==> src/rtl/uart_rx_irq_pkg.sv <==
package uart_rx_irq_pkg;

    typedef enum logic [3:0] {
        IID_NONE = 4'b0001,
        IID_LS   = 4'b0110,
        IID_DAV  = 4'b0100,
        IID_TMO  = 4'b1100
    } iid_e;

    typedef enum logic [1:0] {
        LS_IDLE,
        LS_PEND,
        LS_HELD
    } ls_state_e;

    typedef enum logic [1:0] {
        TO_OFF,
        TO_RUN,
        TO_FIRED
    } to_state_e;

endpackage

==> src/rtl/rxirq_ls_fsm.sv <==
module rxirq_ls_fsm
    import uart_rx_irq_pkg::*;
(
    input  logic clk,
    input  logic rst_n,
    input  logic flush,
    input  logic err_now,
    input  logic lsr_rd,
    input  logic head_pop,
    output logic pend
);

    ls_state_e state_q;
    ls_state_e state_d;

    // State register
    always_ff @(posedge clk) begin
        if (!rst_n) begin
            state_q <= LS_IDLE;
        end else begin
            state_q <= state_d;
        end
    end

    // Next-state logic
    always_comb begin
        state_d = state_q;
        unique case (state_q)
            LS_IDLE: begin
                if (!flush && err_now && !lsr_rd) begin
                    state_d = LS_PEND;
                end
            end
            LS_PEND: begin
                if (flush) begin
                    state_d = LS_IDLE;
                end else if (lsr_rd) begin
                    state_d = LS_HELD;
                end
            end
            LS_HELD: begin
                if (flush || head_pop) begin
                    state_d = LS_IDLE;
                end
            end
            default: state_d = LS_IDLE;
        endcase
    end

    // Outputs
    always_comb begin
        pend = (state_q == LS_PEND);
    end

endmodule

==> src/rtl/rxirq_timeout_fsm.sv <==
module rxirq_timeout_fsm
    import uart_rx_irq_pkg::*;
#(
    parameter int FIRE_AT = 5,
    localparam int CNT_W = $clog2(FIRE_AT + 1)
) (
    input  logic clk,
    input  logic rst_n,
    input  logic active,
    input  logic flush,
    input  logic nonempty,
    input  logic push,
    input  logic rd,
    input  logic tick,
    output logic pend
);

    localparam logic [CNT_W-1:0] LAST_STEP = CNT_W'(FIRE_AT - 1);
    localparam logic [CNT_W-1:0] SAT_VAL   = CNT_W'(FIRE_AT);

    to_state_e        state_q, state_d;
    logic [CNT_W-1:0] cnt_q, cnt_d;

    // State register
    always_ff @(posedge clk) begin
        if (!rst_n) begin
            state_q <= TO_OFF;
            cnt_q   <= '0;
        end else begin
            state_q <= state_d;
            cnt_q   <= cnt_d;
        end
    end

    // Next-state logic
    always_comb begin
        state_d = state_q;
        cnt_d   = cnt_q;
        if (!active || flush || !nonempty) begin
            state_d = TO_OFF;
            cnt_d   = '0;
        end else begin
            unique case (state_q)
                TO_OFF: begin
                    state_d = TO_RUN;
                    cnt_d   = '0;
                end
                TO_RUN: begin
                    if (push || rd) begin
                        cnt_d = '0;
                    end else if (tick) begin
                        if (cnt_q == LAST_STEP) begin
                            state_d = TO_FIRED;
                            cnt_d   = SAT_VAL;
                        end else begin
                            cnt_d = cnt_q + 1'b1;
                        end
                    end
                end
                TO_FIRED: begin
                    if (rd) begin
                        state_d = TO_RUN;
                        cnt_d   = '0;
                    end
                end
                default: begin
                    state_d = TO_OFF;
                    cnt_d   = '0;
                end
            endcase
        end
    end

    // Outputs
    always_comb begin
        pend = (state_q == TO_FIRED);
    end

endmodule

==> src/rtl/rxirq_prio.sv <==
module rxirq_prio
    import uart_rx_irq_pkg::*;
#(
    parameter int CW = 5
) (
    input  logic          fifo_mode,
    input  logic [CW-1:0] rx_count,
    input  logic [CW-1:0] trig_level,
    input  logic          ls_pend,
    input  logic          to_pend,
    input  logic          en_ls,
    input  logic          en_dav,
    input  logic          en_tmo,
    output logic          ls_irq,
    output logic          dav_irq,
    output logic          tmo_irq,
    output logic          irq,
    output logic [3:0]    irq_id
);

    logic [CW-1:0] trig_eff;
    logic          dav_pend;
    iid_e          id_sel;

    always_comb begin
        trig_eff = (trig_level == '0) ? CW'(1) : trig_level;
        if (fifo_mode) begin
            dav_pend = (rx_count >= trig_eff);
        end else begin
            dav_pend = (rx_count != '0);
        end
    end

    always_comb begin
        ls_irq  = ls_pend  & en_ls;
        dav_irq = dav_pend & en_dav;
        tmo_irq = to_pend  & en_tmo;
        irq     = ls_irq | dav_irq | tmo_irq;
    end

    always_comb begin
        if (ls_irq) begin
            id_sel = IID_LS;
        end else if (dav_irq) begin
            id_sel = IID_DAV;
        end else if (tmo_irq) begin
            id_sel = IID_TMO;
        end else begin
            id_sel = IID_NONE;
        end
        irq_id = id_sel;
    end

endmodule

==> src/rtl/uart_rx_irq.sv <==
module uart_rx_irq
    import uart_rx_irq_pkg::*;
#(
    parameter int DEPTH    = 16,
    parameter int ERR_W    = 3,
    parameter int TO_CHARS = 4,
    localparam int CW      = $clog2(DEPTH + 1)
) (
    input  logic             clk,
    input  logic             rst_n,
    input  logic             fifo_mode,
    input  logic [CW-1:0]    rx_count,
    input  logic [ERR_W-1:0] head_err,
    input  logic             rx_push,
    input  logic             data_rd,
    input  logic             lsr_rd,
    input  logic             fifo_rst,
    input  logic [CW-1:0]    trig_level,
    input  logic             en_ls,
    input  logic             en_dav,
    input  logic             en_tmo,
    input  logic             char_tick,
    output logic             ls_irq,
    output logic             dav_irq,
    output logic             tmo_irq,
    output logic             irq,
    output logic [3:0]       irq_id
);

    localparam int FIRE_AT = TO_CHARS + 1;

    logic mode_q;
    logic mode_chg;
    logic ls_flush;
    logic err_now;
    logic nonempty;
    logic to_active;
    logic ls_pend;
    logic to_pend;

    always_ff @(posedge clk) begin
        if (!rst_n) begin
            mode_q <= 1'b0;
        end else begin
            mode_q <= fifo_mode;
        end
    end

    always_comb begin
        mode_chg  = (fifo_mode != mode_q);
        ls_flush  = fifo_rst | mode_chg;
        nonempty  = (rx_count != '0);
        err_now   = nonempty & (|head_err);
        to_active = fifo_mode & ~mode_chg;
    end

    rxirq_ls_fsm u_ls (
        .clk      (clk),
        .rst_n    (rst_n),
        .flush    (ls_flush),
        .err_now  (err_now),
        .lsr_rd   (lsr_rd),
        .head_pop (data_rd),
        .pend     (ls_pend)
    );

    rxirq_timeout_fsm #(
        .FIRE_AT (FIRE_AT)
    ) u_to (
        .clk      (clk),
        .rst_n    (rst_n),
        .active   (to_active),
        .flush    (fifo_rst),
        .nonempty (nonempty),
        .push     (rx_push),
        .rd       (data_rd),
        .tick     (char_tick),
        .pend     (to_pend)
    );

    rxirq_prio #(
        .CW (CW)
    ) u_prio (
        .fifo_mode  (fifo_mode),
        .rx_count   (rx_count),
        .trig_level (trig_level),
        .ls_pend    (ls_pend),
        .to_pend    (to_pend),
        .en_ls      (en_ls),
        .en_dav     (en_dav),
        .en_tmo     (en_tmo),
        .ls_irq     (ls_irq),
        .dav_irq    (dav_irq),
        .tmo_irq    (tmo_irq),
        .irq        (irq),
        .irq_id     (irq_id)
    );

endmodule

==> config.mk <==
export PLATFORM = sky130hd
export DESIGN_NAME = uart_rx_irq
export DESIGN_NICKNAME = d
export VERILOG_FILES = /design/src/rtl/uart_rx_irq_pkg.sv /design/src/rtl/rxirq_ls_fsm.sv /design/src/rtl/rxirq_timeout_fsm.sv /design/src/rtl/rxirq_prio.sv /design/src/rtl/uart_rx_irq.sv
export SDC_FILE = /design/constraint.sdc
export NUM_CORES = 1
export LEC_CHECK = 0
export ABC_AREA = 1
export ABC_CLOCK_PERIOD_IN_PS = 3600
export CAP_MARGIN = 15
export CORE_MARGIN = 5
export CORE_UTILIZATION = 40
export DETAILED_ROUTE_END_ITERATION = 8
export PLACE_DENSITY = 0.75
export SLEW_MARGIN = 0
export SYNTH_ARGS = -nofsm -noshare
export SYNTH_HDL_FRONTEND = slang
export SYNTH_HIERARCHICAL = 1
export SYNTH_SLANG_ARGS = --single-unit
==> constraint.sdc <==
create_clock -name clk -period 3.6 [get_ports clk]
set_clock_uncertainty 0.2 [all_clocks]
set_input_delay 0.72 -clock clk [delete_from_list [all_inputs] [get_ports clk]]
set_output_delay 0.72 -clock clk [all_outputs]
set_load 0.02 [all_outputs]
---- Yosys cells after proc, flatten, opt, wreduce, memory -nomap -nowiden ----
Cells that the tools add are included.
operators by class
  add/subtract/negate cells ............... 1
  magnitude comparators ................... 1
  eq/ne operators ......................... 14
  mux-type cells .......................... 20
  bitwise logic cells ..................... 10
  reductions and logical operators ........ 19
operators with widths
  kind                                                                     count
  2-bit 2-to-1 mux                                                         8
  3-bit 2-to-1 mux                                                         4
  4-bit 2-to-1 mux                                                         3
  2-bit one-hot mux with 3 select lines                                    2
  2-bit by 1-bit inequality test with 1-bit output, second input constant  3
  2-bit inequality test, second input constant                             3
  3-bit one-hot mux with 2 select lines                                    1
  1-bit bitwise AND                                                        5
  5-bit greater-or-equal comparator                                        1
  5-bit logical NOT                                                        1
  5-bit 2-to-1 mux                                                         1
  5-bit nonzero test                                                       1
  2-bit by 1-bit equality test with 1-bit output, second input constant    2
  2-bit equality test, second input constant                               2
  1-bit logical NOT                                                        4
  2-bit logical NOT                                                        2
  1-bit logical OR                                                         4
  4-bit AND reduction                                                      1
  3-bit by 1-bit adder with 3-bit output, second input constant            1
  3-bit equality test, second input constant                               1
  3-bit by 2-bit inequality test with 1-bit output, second input constant  1
  3-bit inequality test, second input constant                             1
  1-bit bitwise OR                                                         3
  3-bit AND reduction                                                      1
  other kinds (7)                                                          9
word-level totals
  bits in registers ....................... 8
  input bits .............................. 24
  output and inout port bits .............. 8
  logic and storage cells ................. 69

---- Depth between registers and ports, before layout ----
  word-level depth ........................ 7
  mapped depth ............................ 12
  depth with buffers taken out ............ 12

---- By module ----
The synthesis kept the hierarchy.
by module, submodules not included
  module             instances  cells an instance  area an instance (sq um)  seq. area each (sq um)
  rxirq_timeout_fsm  1          60                 367.9                     100.1
  rxirq_prio         1          43                 239.0                     0.0
  rxirq_ls_fsm       1          20                 120.1                     40.0
  uart_rx_irq        1          14                 81.3                      20.0

---- Worst setup path before layout ----
Ideal clock, no wire load.
  path type ............................... input to output
  from .................................... input trig_level[3]
  to ...................................... output irq_id[0]
  data arrival time ....................... 1.911 ns
  required time ........................... 2.680 ns
  path slack .............................. 0.769 ns
  stages .................................. 12
  path buffers ............................ 0
  cells stage by stage .................... inv_2 -> a41o_1 -> ha_1 -> inv_1 -> nand2_2 -> nand2_1 -> nand2_1 -> nand2_1 -> nand2_1 -> nand2_2 -> nand2_2 -> nor2_1
between the ends
  longest elaborated chain between the ends .. 7
ends and longest elaborated chain
  item                                 line               source
  start, declared                      uart_rx_irq.sv:18  input logic [CW-1:0] trig_level,
  5-bit logical NOT                    rxirq_prio.sv:26   trig_eff = (trig_level == '0) ? CW'(1) : trig_level;
  5-bit 2-to-1 mux *                   rxirq_prio.sv:26
  5-bit greater-or-equal comparator *  rxirq_prio.sv:28   dav_pend = (rx_count >= trig_eff);
  1-bit 2-to-1 mux *                   rxirq_prio.sv:27   if (fifo_mode) begin
  1-bit bitwise AND *                  rxirq_prio.sv:36   dav_irq = dav_pend & en_dav;
  4-bit 2-to-1 mux *                   rxirq_prio.sv:44   end else if (dav_irq) begin
  4-bit 2-to-1 mux *                   rxirq_prio.sv:42   if (ls_irq) begin
  end, declared                        uart_rx_irq.sv:27  output logic [3:0] irq_id
Mark *: on every way between the ends. The rest lies on a longest branch, timed or not.

---- Final worst setup path ----
  from .................................... input trig_level[3]
  to ...................................... output irq
between the ends
  longest elaborated chain between the ends .. 7
ends and longest elaborated chain
  item                                 line               source
  5-bit logical NOT                    rxirq_prio.sv:26
  5-bit 2-to-1 mux *                   rxirq_prio.sv:26
  5-bit greater-or-equal comparator *  rxirq_prio.sv:28
  1-bit 2-to-1 mux *                   rxirq_prio.sv:27
  1-bit bitwise AND *                  rxirq_prio.sv:36
  1-bit bitwise OR * (2 in series)     rxirq_prio.sv:38   irq = ls_irq | dav_irq | tmo_irq;
  end, declared                        uart_rx_irq.sv:26  output logic irq,
Marked as above.

==> metrics.md <==
| Metric | Value |
|---|---|
| Clk_lat worst skew | 0.26 ns |
| Status | finished, final reports clean |
| Fillcell total | 187 |
| Vias | 936 |
| DIE WIDTH | 55.0 um |
| Leak pwr | 0.634 nW |
| Period utilization | 0.960 |
| Total power | 0.000243 W |
| Final max-slew violation count | 0 |
| CP Max Fanout | 4 |
| Clock-pin slew on the worst setup and hold paths | approximately 0.050 ns |
| Number of setup violations in the final report | 0 |
| Delay of the slowest critical-path stage | approximately 0.48 ns |
| Dpl hpwl | 1.86 mm |
| Worst min path class | flip-flop to flip-flop |
| Clock sinks | 8 |
| CORE AREA | 1940 um^2 |
| Final Hold Vio Count | 0 |
| R2r setup slk | approximately 2 ns |
| Setup crit start | trig_level[3] |
| Non-Filler Instances | 203 |
| Worst EP arrival | 2.54 ns |
| Synth unique cells | 21 |
| Sequential area share after synthesis | 0.198 |
| Synthesis Warnings | 6 |
| CP most frequent cell | nand2_1 |
| Placed cells | 200 |
| Critical path cell sequence | clkdlybuf4s50_1 > inv_2 > a41o_1 > ha_1 > inv_1 > nand2_2 > nand2_1 > nand2_1 > nand2_1 > nand2_1 > nand2_2 > nand3_1 > dlygate4sd2_1 |
| Worst R2R End | u_ls/state_q[1] |
| Postcts setup bufs | 0 |
| RSZ-0062 raised after global routing | no |
| Routed WL | 2.09 mm |
| Worst-case clock buffer depth | 2 |
| Antenna-violating nets left | 0 |
| Most common flop cell mapped by yosys | dfxtp_1 |
| Total track usage | 0.157 |
| Antenna cells | 0 |
| CP max-delay cell | clkdlybuf4s50_1 |
| Worst Tran Pin Value | 0.254 ns |
| Post-synth ARST share | 0 |
| Number of cells on the critical path | 13 |
| Dpl cell area | 1190 um^2 |
| Port bufs | 31 |
| CTS buffer count | 3 |
| Crit. End Element | primary output |
| Hold buffers post-CTS | 0 |
| Nets | 210 |
| Vias per std cell | around 4.6 |
| DRT Pass-1 Iters | 4 |
| GRT overflow | 0 |
| Depth of the most critical reg-to-reg path | 7 |
| Htree depth | 1 |
| Pwr per Cell Area | 203 nW/um^2 |
| Initial antenna violation count | 0 |
| WS Path Type | primary input to primary output |
| Drt drc | 0 |
| Syn Area/Cell | 5.90 um^2 |
| CP startpoint kind | primary input |
| Die height | 55.0 um |
| Initial Util | 0.416 |
| End of the critical path | irq |
| FP Rows | 16 |
| DR iter-0 viols | 11 |
| Max Clk Rate | 289 MHz |
| Netlist Area Pre-Place | 808 um^2 |
| Root Buffer | clkbuf_4 |
| Vias in the first global route | slightly below 900 |
| Total die area | around 3000 um^2 |
| Fin crit period | 3.46 ns |
| Fraction of layout cells with a size suffix above 1 | 0.188 |
| WP buf/inv | 4 |
| Largest net degree at the start of global routing | 8 |
| First-pass GRT wire length | 3.33 mm |
| Crit path required time | 2.68 ns |
| Top delay family on crit path | buffers and inverters |
| Gate Count Post-Synth | 137 |
| Number of synthesized flops with an enable pin | 0 |
| Slew margin rel. | 0.830 |
| Syn Nets | about 170 |
| Routed wire per std cell | 10.3 um |
| Final GP Congestion | 0.808 |
| Max_cap viols | 0 |
| Finished Cell Area | 1200 um^2 |
| I/O Pins | 32 |
| Area growth syn-to-layout | 48.3% |
| Hold WS | roughly 0.32 ns |
| CTS tree | yes |
| Worst vdd ir | 0.168 mV |
| Flops & latches, synth | 8 |
| RR Startpoint | mode_q |
-- worst min-delay path by stage --
| stage | end | startpoint | depth (start not counted) | slack (ns) |
|---|---|---|---|---|
| 6_report | u_to/cnt_q[1] | u_to/cnt_q[1] | 2 | 0.32 |
| 3_3_place_gp | u_to/cnt_q[1] | u_to/cnt_q[1] | 2 | 0.31 |
| 4_1_cts | u_to/cnt_q[1] | u_to/cnt_q[1] | 2 | 0.32 |
| 2_1_floorplan | u_to/cnt_q[1] | u_to/cnt_q[1] | 2 | 0.28 |
| 3_5_place_dp | u_to/cnt_q[1] | u_to/cnt_q[1] | 2 | 0.31 |
| 5_1_grt | u_to/cnt_q[0] | u_to/cnt_q[0] | 2 | 0.36 |
-- through the flow --
stage	setup WS [ns]	TNS, ns	util
floorplan	0.769	0	-
global placement	-0.158	-0.494	0.613
detailed placement	-0.247	-0.774	0.613
CTS	0.0324	0	0.621
global route	0.0663	0	0.617
finish	0.143	0	0.617
-- placed cells by master, fill, tap and decap left out, types with 3 or more instances in the layout --
cell type        synthesis  routed
ha_1                     8       8
inv_2                    9       9
inv_1                   24      24
a21oi_1                  4       4
dfxtp_1                  8       8
nor2_1                  22      22
clkdlybuf4s50_1          0      26
buf_4                    1       6
nand2_2                  5       5
dlygate4sd2_1            0       3
nand3_1                  6       6
clkbuf_4                 0       3
nor2_2                   3       3
nand2_1                 34      34
nand4_1                  3       3
-- worst reg2reg max path: stages (launching register included) --
cell     delay [ns]
dfxtp_1        0.30
ha_1           0.25
or2_2          0.33
nor2_2         0.15
nand2_1        0.07
nand2_1        0.05
nand4_1        0.07
a21oi_1        0.12
-- flip-flops by register name (all words and copies together) (netlist names) --
| signal | flops |
|---|---|
| mode_q | 1 |
| u_to/state_q | 2 |
| u_to/cnt_q | 3 |
| u_ls/state_q | 2 |
-- power breakdown --
group / internal, W / switching, W / total [W] / leakage (nW)
sequential: 0.0000898 / 0.000000927 / 0.0000907 / 0.0648
clock: 0.0000382 / 0.0000315 / 0.0000697 / 0.0138
combinational: 0.0000446 / 0.0000379 / 0.0000825 / 0.555
total: 0.000173 / 0.0000703 / 0.000243 / 0.634
-- Yosys cell counts (2+ instances only) --
library cell | n | share of area
a21oi_1 | 4 | 0.025
dfxtp_1 | 8 | 0.20
nor2_1 | 22 | 0.10
nand3_1 | 6 | 0.037
inv_1 | 24 | 0.11
nor2_2 | 3 | 0.023
ha_1 | 8 | 0.12
nand2_2 | 5 | 0.039
nand2_1 | 34 | 0.16
nand4_1 | 3 | 0.023
a21oi_2 | 2 | 0.022
inv_2 | 9 | 0.042
-- routing by layer --
metal	routed length, um	vias to the layer above	part of all wire	GRT usage
li1	-	495	-	-
met2	1070	21	0.51	0.291
met4	12	0	0.0057	0.0486
met5	0	-	0	0
met1	894	417	0.43	0.162
met3	116	3	0.055	0.0563
-- cell type report --
type                    count  area (um^2)  area share
multi-input cells          95          517       0.431
repair buffers             37          342       0.285
inverters                  33          124       0.103
clock buffers               3         22.5      0.0188
well taps                  27         33.8      0.0282
flip-flops and latches      8          160       0.134
-- cells by family (layout without fill, tap and decap cells) --
| group | after synthesis | in the layout | share of synthesized area |
|---|---|---|---|
| buffers and inverters | 34 | 73 | 0.163 |
| adders and majority gates | 8 | 8 | 0.124 |
| DFF | 8 | 8 | 0.198 |
| AOI/OAI and AO/OA | 10 | 10 | 0.0821 |
| and+or+nand+nor | 77 | 77 | 0.433 |
-- timing repair --
item | 4_1_cts | 5_1_grt
pin swaps | 0 | 0
resized for setup | 5 | 4
setup endpoints to repair | 5 | 2
(Power assumes the default switching activity.)
